===== src/rtl/pp_dma_pkg.sv =====
package pp_dma_pkg;
  localparam int REG_W  = 32;
  localparam int OFS_W  = 5;

  // mode register bit positions (decoded by the engine and by software)
  localparam int B_EN0   = 0;
  localparam int B_DONE0 = 1;
  localparam int B_EN1   = 2;
  localparam int B_DONE1 = 3;
  localparam int B_ACT   = 4;
  localparam int B_RUN   = 5;
  localparam int B_HALT  = 6;
  localparam int B_IE    = 7;
  localparam int B_DW_LO = 9;
  localparam int B_DIR   = 12;

  // software-owned bits and engine-owned clearable bits
  localparam logic [REG_W-1:0] SW_MASK   = 32'h00FF_3FA5;
  localparam logic [REG_W-1:0] DONE_MASK = 32'h0000_000A;

  localparam logic [OFS_W-1:0] OFS_SET   = 5'h00;
  localparam logic [OFS_W-1:0] OFS_CLR   = 5'h04;
  localparam logic [OFS_W-1:0] OFS_FIFO  = 5'h08;

  function automatic logic [OFS_W-1:0] start_ofs(input int b);
    return (b == 0) ? 5'h0C : 5'h14;
  endfunction

  function automatic logic [OFS_W-1:0] count_ofs(input int b);
    return (b == 0) ? 5'h10 : 5'h18;
  endfunction

  function automatic logic [2:0] unit_bytes(input logic [1:0] dw);
    case (dw)
      2'd0:    return 3'd1;
      2'd1:    return 3'd2;
      default: return 3'd4;
    endcase
  endfunction
endpackage


===== src/rtl/pp_dma_desc.sv =====
module pp_dma_desc
  import pp_dma_pkg::*;
#(
  parameter int ADDR_W = 32,
  parameter int CNT_W  = 16
) (
  input  logic              clk,
  input  logic              rst,
  input  logic              wr_start,
  input  logic              wr_count,
  input  logic [REG_W-1:0]  wdata,
  input  logic              step,
  input  logic [2:0]        step_bytes,
  output logic [ADDR_W-1:0] start_q,
  output logic [CNT_W-1:0]  count_q
);
  always_ff @(posedge clk) begin
    if (rst) begin
      start_q <= '0;
      count_q <= '0;
    end else begin
      if (wr_start)
        start_q <= wdata[ADDR_W-1:0];
      else if (step)
        start_q <= start_q + ADDR_W'(step_bytes);
      if (wr_count)
        count_q <= wdata[CNT_W-1:0];
      else if (step)
        count_q <= count_q - CNT_W'(1);
    end
  end

  // an exhausted count never wraps through the engine
  p_count_floor_r3: assert property (@(posedge clk) disable iff (rst)
    (count_q == '0 && !wr_count) |=> count_q == '0);
endmodule


===== src/rtl/pp_dma_mode.sv =====
module pp_dma_mode
  import pp_dma_pkg::*;
(
  input  logic             clk,
  input  logic             rst,
  input  logic             set_we,
  input  logic             clr_we,
  input  logic [REG_W-1:0] wdata,
  input  logic             finish,
  output logic [REG_W-1:0] mode_o
);
  logic [REG_W-1:0] sw_q, sw_n;
  logic [1:0]       done_q, done_n;
  logic             act_q, halt_q;

  always_comb begin
    sw_n   = sw_q;
    done_n = done_q;
    if (set_we)
      sw_n = sw_n | (wdata & SW_MASK);
    if (clr_we) begin
      sw_n   = sw_n & ~(wdata & SW_MASK);
      done_n = done_n & ~{wdata[B_DONE1], wdata[B_DONE0]};
    end
    if (finish) begin
      done_n[act_q] = 1'b1;
      if (act_q) sw_n[B_EN1] = 1'b0;
      else       sw_n[B_EN0] = 1'b0;
    end
  end

  always_ff @(posedge clk) begin
    if (rst) begin
      sw_q   <= '0;
      done_q <= '0;
      act_q  <= 1'b0;
      halt_q <= 1'b1;
    end else begin
      sw_q   <= sw_n;
      done_q <= done_n;
      if (finish) act_q <= ~act_q;
      halt_q <= ~sw_q[B_RUN];
    end
  end

  always_comb begin
    mode_o          = sw_q;
    mode_o[B_DONE0] = done_q[0];
    mode_o[B_DONE1] = done_q[1];
    mode_o[B_ACT]   = act_q;
    mode_o[B_HALT]  = halt_q;
  end

  // halted follows the run bit one cycle later, in both directions
  p_halt_on_stop_r7: assert property (@(posedge clk) disable iff (rst)
    $fell(sw_q[B_RUN]) |=> halt_q);
  p_halt_drop_r7: assert property (@(posedge clk) disable iff (rst)
    $rose(sw_q[B_RUN]) |=> !halt_q);
  // buffer 0 is marked done only when it was the active one, and the engine leaves it
  p_done_switch_r4: assert property (@(posedge clk) disable iff (rst)
    $rose(done_q[0]) |-> ($past(!act_q) && act_q));
endmodule


===== src/rtl/pp_dma_engine.sv =====
module pp_dma_engine
  import pp_dma_pkg::*;
#(
  parameter int ADDR_W = 32,
  parameter int CNT_W  = 16
) (
  input  logic                  clk,
  input  logic                  rst,
  input  logic [REG_W-1:0]      mode_i,
  input  logic [1:0][ADDR_W-1:0] start_i,
  input  logic [1:0][CNT_W-1:0] count_i,
  input  logic [ADDR_W-1:0]     fifo_i,
  input  logic                  periph_req,
  output logic [1:0]            step_o,
  output logic [2:0]            step_bytes_o,
  output logic                  finish_o,
  output logic                  beat_valid,
  output logic [ADDR_W-1:0]     beat_mem_addr,
  output logic [ADDR_W-1:0]     beat_periph_addr,
  output logic                  beat_dir
);
  logic             act, run, en_act, fire, empty;
  logic [CNT_W-1:0] cnt_act;

  always_comb begin
    act          = mode_i[B_ACT];
    run          = mode_i[B_RUN];
    en_act       = act ? mode_i[B_EN1] : mode_i[B_EN0];
    cnt_act      = count_i[act];
    empty        = (cnt_act == '0);
    fire         = run && en_act && !empty && periph_req;
    finish_o     = run && en_act && (empty || (fire && cnt_act == CNT_W'(1)));
    step_o       = {fire && act, fire && !act};
    step_bytes_o = unit_bytes(mode_i[B_DW_LO +: 2]);
  end

  always_ff @(posedge clk) begin
    if (rst) begin
      beat_valid       <= 1'b0;
      beat_mem_addr    <= '0;
      beat_periph_addr <= '0;
      beat_dir         <= 1'b0;
    end else begin
      beat_valid <= fire;
      if (fire) begin
        beat_mem_addr    <= start_i[act];
        beat_periph_addr <= fifo_i;
        beat_dir         <= mode_i[B_DIR];
      end
    end
  end

  // at most one buffer steps per cycle
  p_one_step_r3: assert property (@(posedge clk) disable iff (rst)
    $onehot0(step_o));
endmodule


===== src/rtl/pp_dma_channel.sv =====
module pp_dma_channel
  import pp_dma_pkg::*;
#(
  parameter int ADDR_W = 32,
  parameter int CNT_W  = 16
) (
  input  logic              clk,
  input  logic              rst,
  input  logic              reg_we,
  input  logic [4:0]        reg_addr,
  input  logic [31:0]       reg_wdata,
  output logic [31:0]       rd_data,
  input  logic              periph_req,
  output logic              beat_valid,
  output logic [ADDR_W-1:0] beat_mem_addr,
  output logic [ADDR_W-1:0] beat_periph_addr,
  output logic              beat_dir,
  output logic              irq
);
  localparam int NBUF = 2;

  logic [REG_W-1:0]           mode;
  logic [ADDR_W-1:0]          fifo_q;
  logic [NBUF-1:0][ADDR_W-1:0] start;
  logic [NBUF-1:0][CNT_W-1:0] count;
  logic [NBUF-1:0]            step;
  logic [2:0]                 step_bytes;
  logic                       finish;

  pp_dma_mode u_mode (
    .clk    (clk),
    .rst    (rst),
    .set_we (reg_we && reg_addr == OFS_SET),
    .clr_we (reg_we && reg_addr == OFS_CLR),
    .wdata  (reg_wdata),
    .finish (finish),
    .mode_o (mode)
  );

  for (genvar b = 0; b < NBUF; b++) begin : g_buf
    pp_dma_desc #(.ADDR_W(ADDR_W), .CNT_W(CNT_W)) u_desc (
      .clk        (clk),
      .rst        (rst),
      .wr_start   (reg_we && reg_addr == start_ofs(b)),
      .wr_count   (reg_we && reg_addr == count_ofs(b)),
      .wdata      (reg_wdata),
      .step       (step[b]),
      .step_bytes (step_bytes),
      .start_q    (start[b]),
      .count_q    (count[b])
    );
  end

  pp_dma_engine #(.ADDR_W(ADDR_W), .CNT_W(CNT_W)) u_eng (
    .clk              (clk),
    .rst              (rst),
    .mode_i           (mode),
    .start_i          (start),
    .count_i          (count),
    .fifo_i           (fifo_q),
    .periph_req       (periph_req),
    .step_o           (step),
    .step_bytes_o     (step_bytes),
    .finish_o         (finish),
    .beat_valid       (beat_valid),
    .beat_mem_addr    (beat_mem_addr),
    .beat_periph_addr (beat_periph_addr),
    .beat_dir         (beat_dir)
  );

  always_ff @(posedge clk) begin
    if (rst) begin
      fifo_q  <= '0;
      rd_data <= '0;
      irq     <= 1'b0;
    end else begin
      if (reg_we && reg_addr == OFS_FIFO)
        fifo_q <= reg_wdata[ADDR_W-1:0];
      irq <= mode[B_IE] && (mode[B_DONE0] || mode[B_DONE1]);
      case (reg_addr)
        OFS_SET:      rd_data <= mode;
        OFS_FIFO:     rd_data <= 32'(fifo_q);
        start_ofs(0): rd_data <= 32'(start[0]);
        count_ofs(0): rd_data <= 32'(count[0]);
        start_ofs(1): rd_data <= 32'(start[1]);
        count_ofs(1): rd_data <= 32'(count[1]);
        default:      rd_data <= '0;
      endcase
    end
  end

  // no beat leaves the channel while it reports halted
  p_quiet_halted_r7: assert property (@(posedge clk) disable iff (rst)
    mode[B_HALT] |-> !beat_valid);
  // the interrupt only rises after a done bit was present
  p_irq_cause_r9: assert property (@(posedge clk) disable iff (rst)
    $rose(irq) |-> $past(mode[B_DONE0] || mode[B_DONE1]));
endmodule


===== config.mk =====
export PLATFORM = sky130hd
export DESIGN_NAME = pp_dma_channel
export DESIGN_NICKNAME = d
export VERILOG_FILES = /design/src/rtl/pp_dma_pkg.sv /design/src/rtl/pp_dma_desc.sv /design/src/rtl/pp_dma_mode.sv /design/src/rtl/pp_dma_engine.sv /design/src/rtl/pp_dma_channel.sv
export SDC_FILE = /design/constraint.sdc
export NUM_CORES = 1
export LEC_CHECK = 0
export BUFFER_PORTS_ARGS = -buffer_cell sky130_fd_sc_hd__buf_2
export CAP_MARGIN = 20
export CORE_MARGIN = 2
export CORE_UTILIZATION = 63
export DETAILED_ROUTE_END_ITERATION = 10
export PLACE_DENSITY = 0.85
export SETUP_SLACK_MARGIN = 0.5
export SLEW_MARGIN = 10
export SYNTH_ARGS = -nofsm -noshare
export SYNTH_HDL_FRONTEND = slang
export SYNTH_SLANG_ARGS = --single-unit

===== constraint.sdc =====
create_clock -name clk -period 3.84 [get_ports clk]
set_input_delay 0.384 -clock clk [delete_from_list [all_inputs] [get_ports clk]]
set_output_delay 0.384 -clock clk [all_outputs]
set_load 0.01 [all_outputs]

==> qor.yml <==
run_status:
  outcome: "finished, final reports clean"
final_layout:
  layout-drive-gt1-share_pct: 16.54
  final_cells: 1727
  final_cell_area_sq_um: 13420
  syn_to_final_growth_pct: 13.93
  nFillCells: 1423
  nNetsFinal: 1525
  diodes: 0
timing:
  setup_viol: 0
  finalClockSkew_ns: 0.01653
  slew_viol_final: 0
  period_needed_ns: 3.092
  post-route-period-util_pct: 80.53
  fmax_ghz: 0.3234
  finalHoldViolCount: 0
  worst_slew_pin_slew_ns: 0.9982
  rsz0062_at_grt: "false"
  slew-limit-headroom_pct: 33.45
  setup_tns_ns: 0
placed_design:
  dp_hpwl_um: 24380
  post-place-cells: 1683
  placed_area_sq_um: 12550
  globalplace.congestion: 1.021
  io_buffers: 139
power:
  finalPower_mw: 5.424
  power_density_nw_per_um2: 404.2
  leakage_nw: 4.463
  ir_drop_uv: 458.4
routing:
  drtIter0Drc: 1418
  drc: 0
  via_per_inst: 6.688
  wire_per_inst_um: 20.93
  via_count: 11550
  drtPass1Iterations: 8
  antenna_left: 0
  wirelength_um: 36150
critical_path:
  critPathCapture: "g_buf[1].u_desc.start_q[8]"
  cp_max_fo: 21
  rrSetupSlack_ns: 0.75
  endpoint_kind: "flop"
  r2r_end: "g_buf[1].u_desc.start_q[8]"
  r2r_start: "g_buf[0].u_desc.count_q[4]"
  ff2ff_path_depth: 7
  required_ns: 4.28
  critPathKind: "flop to flop"
  start_kind: "flop"
  arrival_ns: 3.54
  cp-startpoint: "g_buf[0].u_desc.count_q[4]"
clock_tree:
  path_clk_slew_ns: 0.07
  cts_max_path_buffers: 3
  insertion_delay_ns: 0.54
  ctsRootBufferMaster: "clkbuf_16"
  tritoncts: "built"
  cts_buffers: 26
  postCtsSetupRepairBufs: 0
  clock-sinks: 249
  postCtsResizedCells: 0
  htree_levels: 1
  postCtsHoldBufs: 0
logic_synthesis:
  yosysMostFrequentCell: "dfxtp_1"
  synth_compound_area_share_pct: 23.80
  synth.top_cells.by_count: "dfxtp_1, nand2_1, nor2_1, a211oi_1, a21oi_1"
  synthFlopType: "dfxtp_1"
  yosysWarnings: 0
  synthAdderAreaFrac_pct: 0.6374
  netlist_area_sq_um: 11780
  syn-instance-count: 1399
  synth_edf_count: 0
  ys_types: 64
  syn-num-nets: 1446
  synth_top_family_by_area: "compound AO/OA/AOI/OAI gates"
  synth-async-reset-ratio_pct: 0
  synth_top_area_cell: "dfxtp_1"
  synthSimpleGateAreaFrac_pct: 18.60
  yosys.area.top_type_share_pct: 42.32
  synth_area_per_cell_sq_um: 8.419
  synth-xor-area-share_pct: 5.429
  ys_seq_elements: 249
  yosysSeqAreaShare_pct: 42.32
  synth.area.top_cells: "dfxtp_1, a211oi_1, nand2_1"
  synth.area.mux_share_pct: 4.069
global_route:
  grt_overflow: 0
  track_usage_pct: 35.88
  antenna_found_initial: 0
  grt_pass1_wl_um: 57680
  grt_pass1_vias: 10850
  grt_max_degree: 83
die:
  die_x_um: 140.7
  io_pins: 140
  chipHeight_um: 140.7
  dieArea_sq_um: 19800
  std_cell_rows: 50
  core-area_sq_um: 18520
  start_util_pct: 63.60
flow_run:
  cap_violations: 0
min_path:
  hold_class: "input pin to flop"
## routing by layer
metal / share of wire [%] / vias up / wire (um) / track usage (%)
met3: 10 / 149 / 3789 / 7.201
met2: 46 / 731 / 16770 / 57.97
met1: 38 / 5398 / 13900 / 46.18
met5: 0 / - / 0 / 0
met4: 4.7 / 0 / 1696 / 17.47
li1: - / 5273 / - / -
## through the flow
stage | util [%] | hold slack, ns | setup WS, ns
floorplan | - | 0.4426 | 1.257
global placement | 67.75 | 0.4390 | 0.9332
detailed placement | 67.75 | 0.4437 | 0.8284
CTS | 72.42 | 0.09931 | 0.8043
global route | 72.46 | 0.1095 | 0.6074
finish | 72.46 | 0.1099 | 0.7478
## worst max-delay path, stage by stage (launching register included)
cell and delay [ns]:
dfxtp_1 0.36, or4_4 0.59, or4_1 0.65, o21ai_4 0.40
buf_4 0.31, and2_1 0.28, o31ai_1 0.12, a311oi_1 0.29
## layout by cell type, fill, tap and decap left out, types with 21 or more instances in the layout
master	synthesis	layout
buf_2	14	138
a211oi_1	134	134
nor3_1	21	21
a222oi_1	24	24
dfxtp_1	249	248
inv_1	22	22
nand2_1	181	180
a21oi_1	119	119
mux2i_1	31	31
buf_4	2	30
a22oi_1	32	32
xnor2_1	67	67
clkbuf_16	0	27
nor2_1	159	159
## cell families after synthesis
logic type               Yosys count
adder cells (fa/ha/maj)            6
buffers and inverters            143
AND/OR/NAND/NOR                  483
multiplexers                      46
XOR/XNOR                          73
AO/OA/AOI/OAI                    399
flip-flops                       249
## worst min-delay path by stage
stage	startpoint	end	cells after the start
6_report	reg_wdata[19]	flop	2
5_1_grt	reg_wdata[19]	flop	2
4_1_cts	reg_wdata[19]	flop	2
3_5_place_dp	u_eng.beat_periph_addr[23]	u_eng.beat_periph_addr[23]	2
3_3_place_gp	u_eng.beat_periph_addr[25]	u_eng.beat_periph_addr[25]	2
2_1_floorplan	fifo_q[0]	u_eng.beat_periph_addr[0]	2
## flip-flops by register name (all words and copies together), names as in the netlist, 2 cells and up, named ones only
name                    cells
fifo_q                     32
g_buf.u_desc.count_q       32
g_buf.u_desc.start_q       64
rd_data                    32
u_eng.beat_mem_addr        32
u_eng.beat_periph_addr     32
u_mode.done_q               2
u_mode.sw_q                 2
## area by class of cell
| cell class | count | area, sq um | area share, % |
|---|---|---|---|
| multi-input combinational | 1007 | 6217 | 46.34 |
| sequential | 249 | 4986 | 37.16 |
| timing repair buffer | 172 | 974.7 | 7.264 |
| clock buffer | 35 | 765.7 | 5.707 |
| tap | 234 | 292.8 | 2.182 |
| clock inverter | 8 | 98.84 | 0.7367 |
| inverter | 22 | 82.58 | 0.6154 |
## power breakdown
part | leakage (nW) | internal [mW] | switching [mW]
Combinational | 2.03 | 0.0652 | 0.178
Clock | 0.423 | 1.52 | 1.04
Sequential | 2.01 | 2.60 | 0.0248
Note: power is estimated with default switching activity, not from simulation.
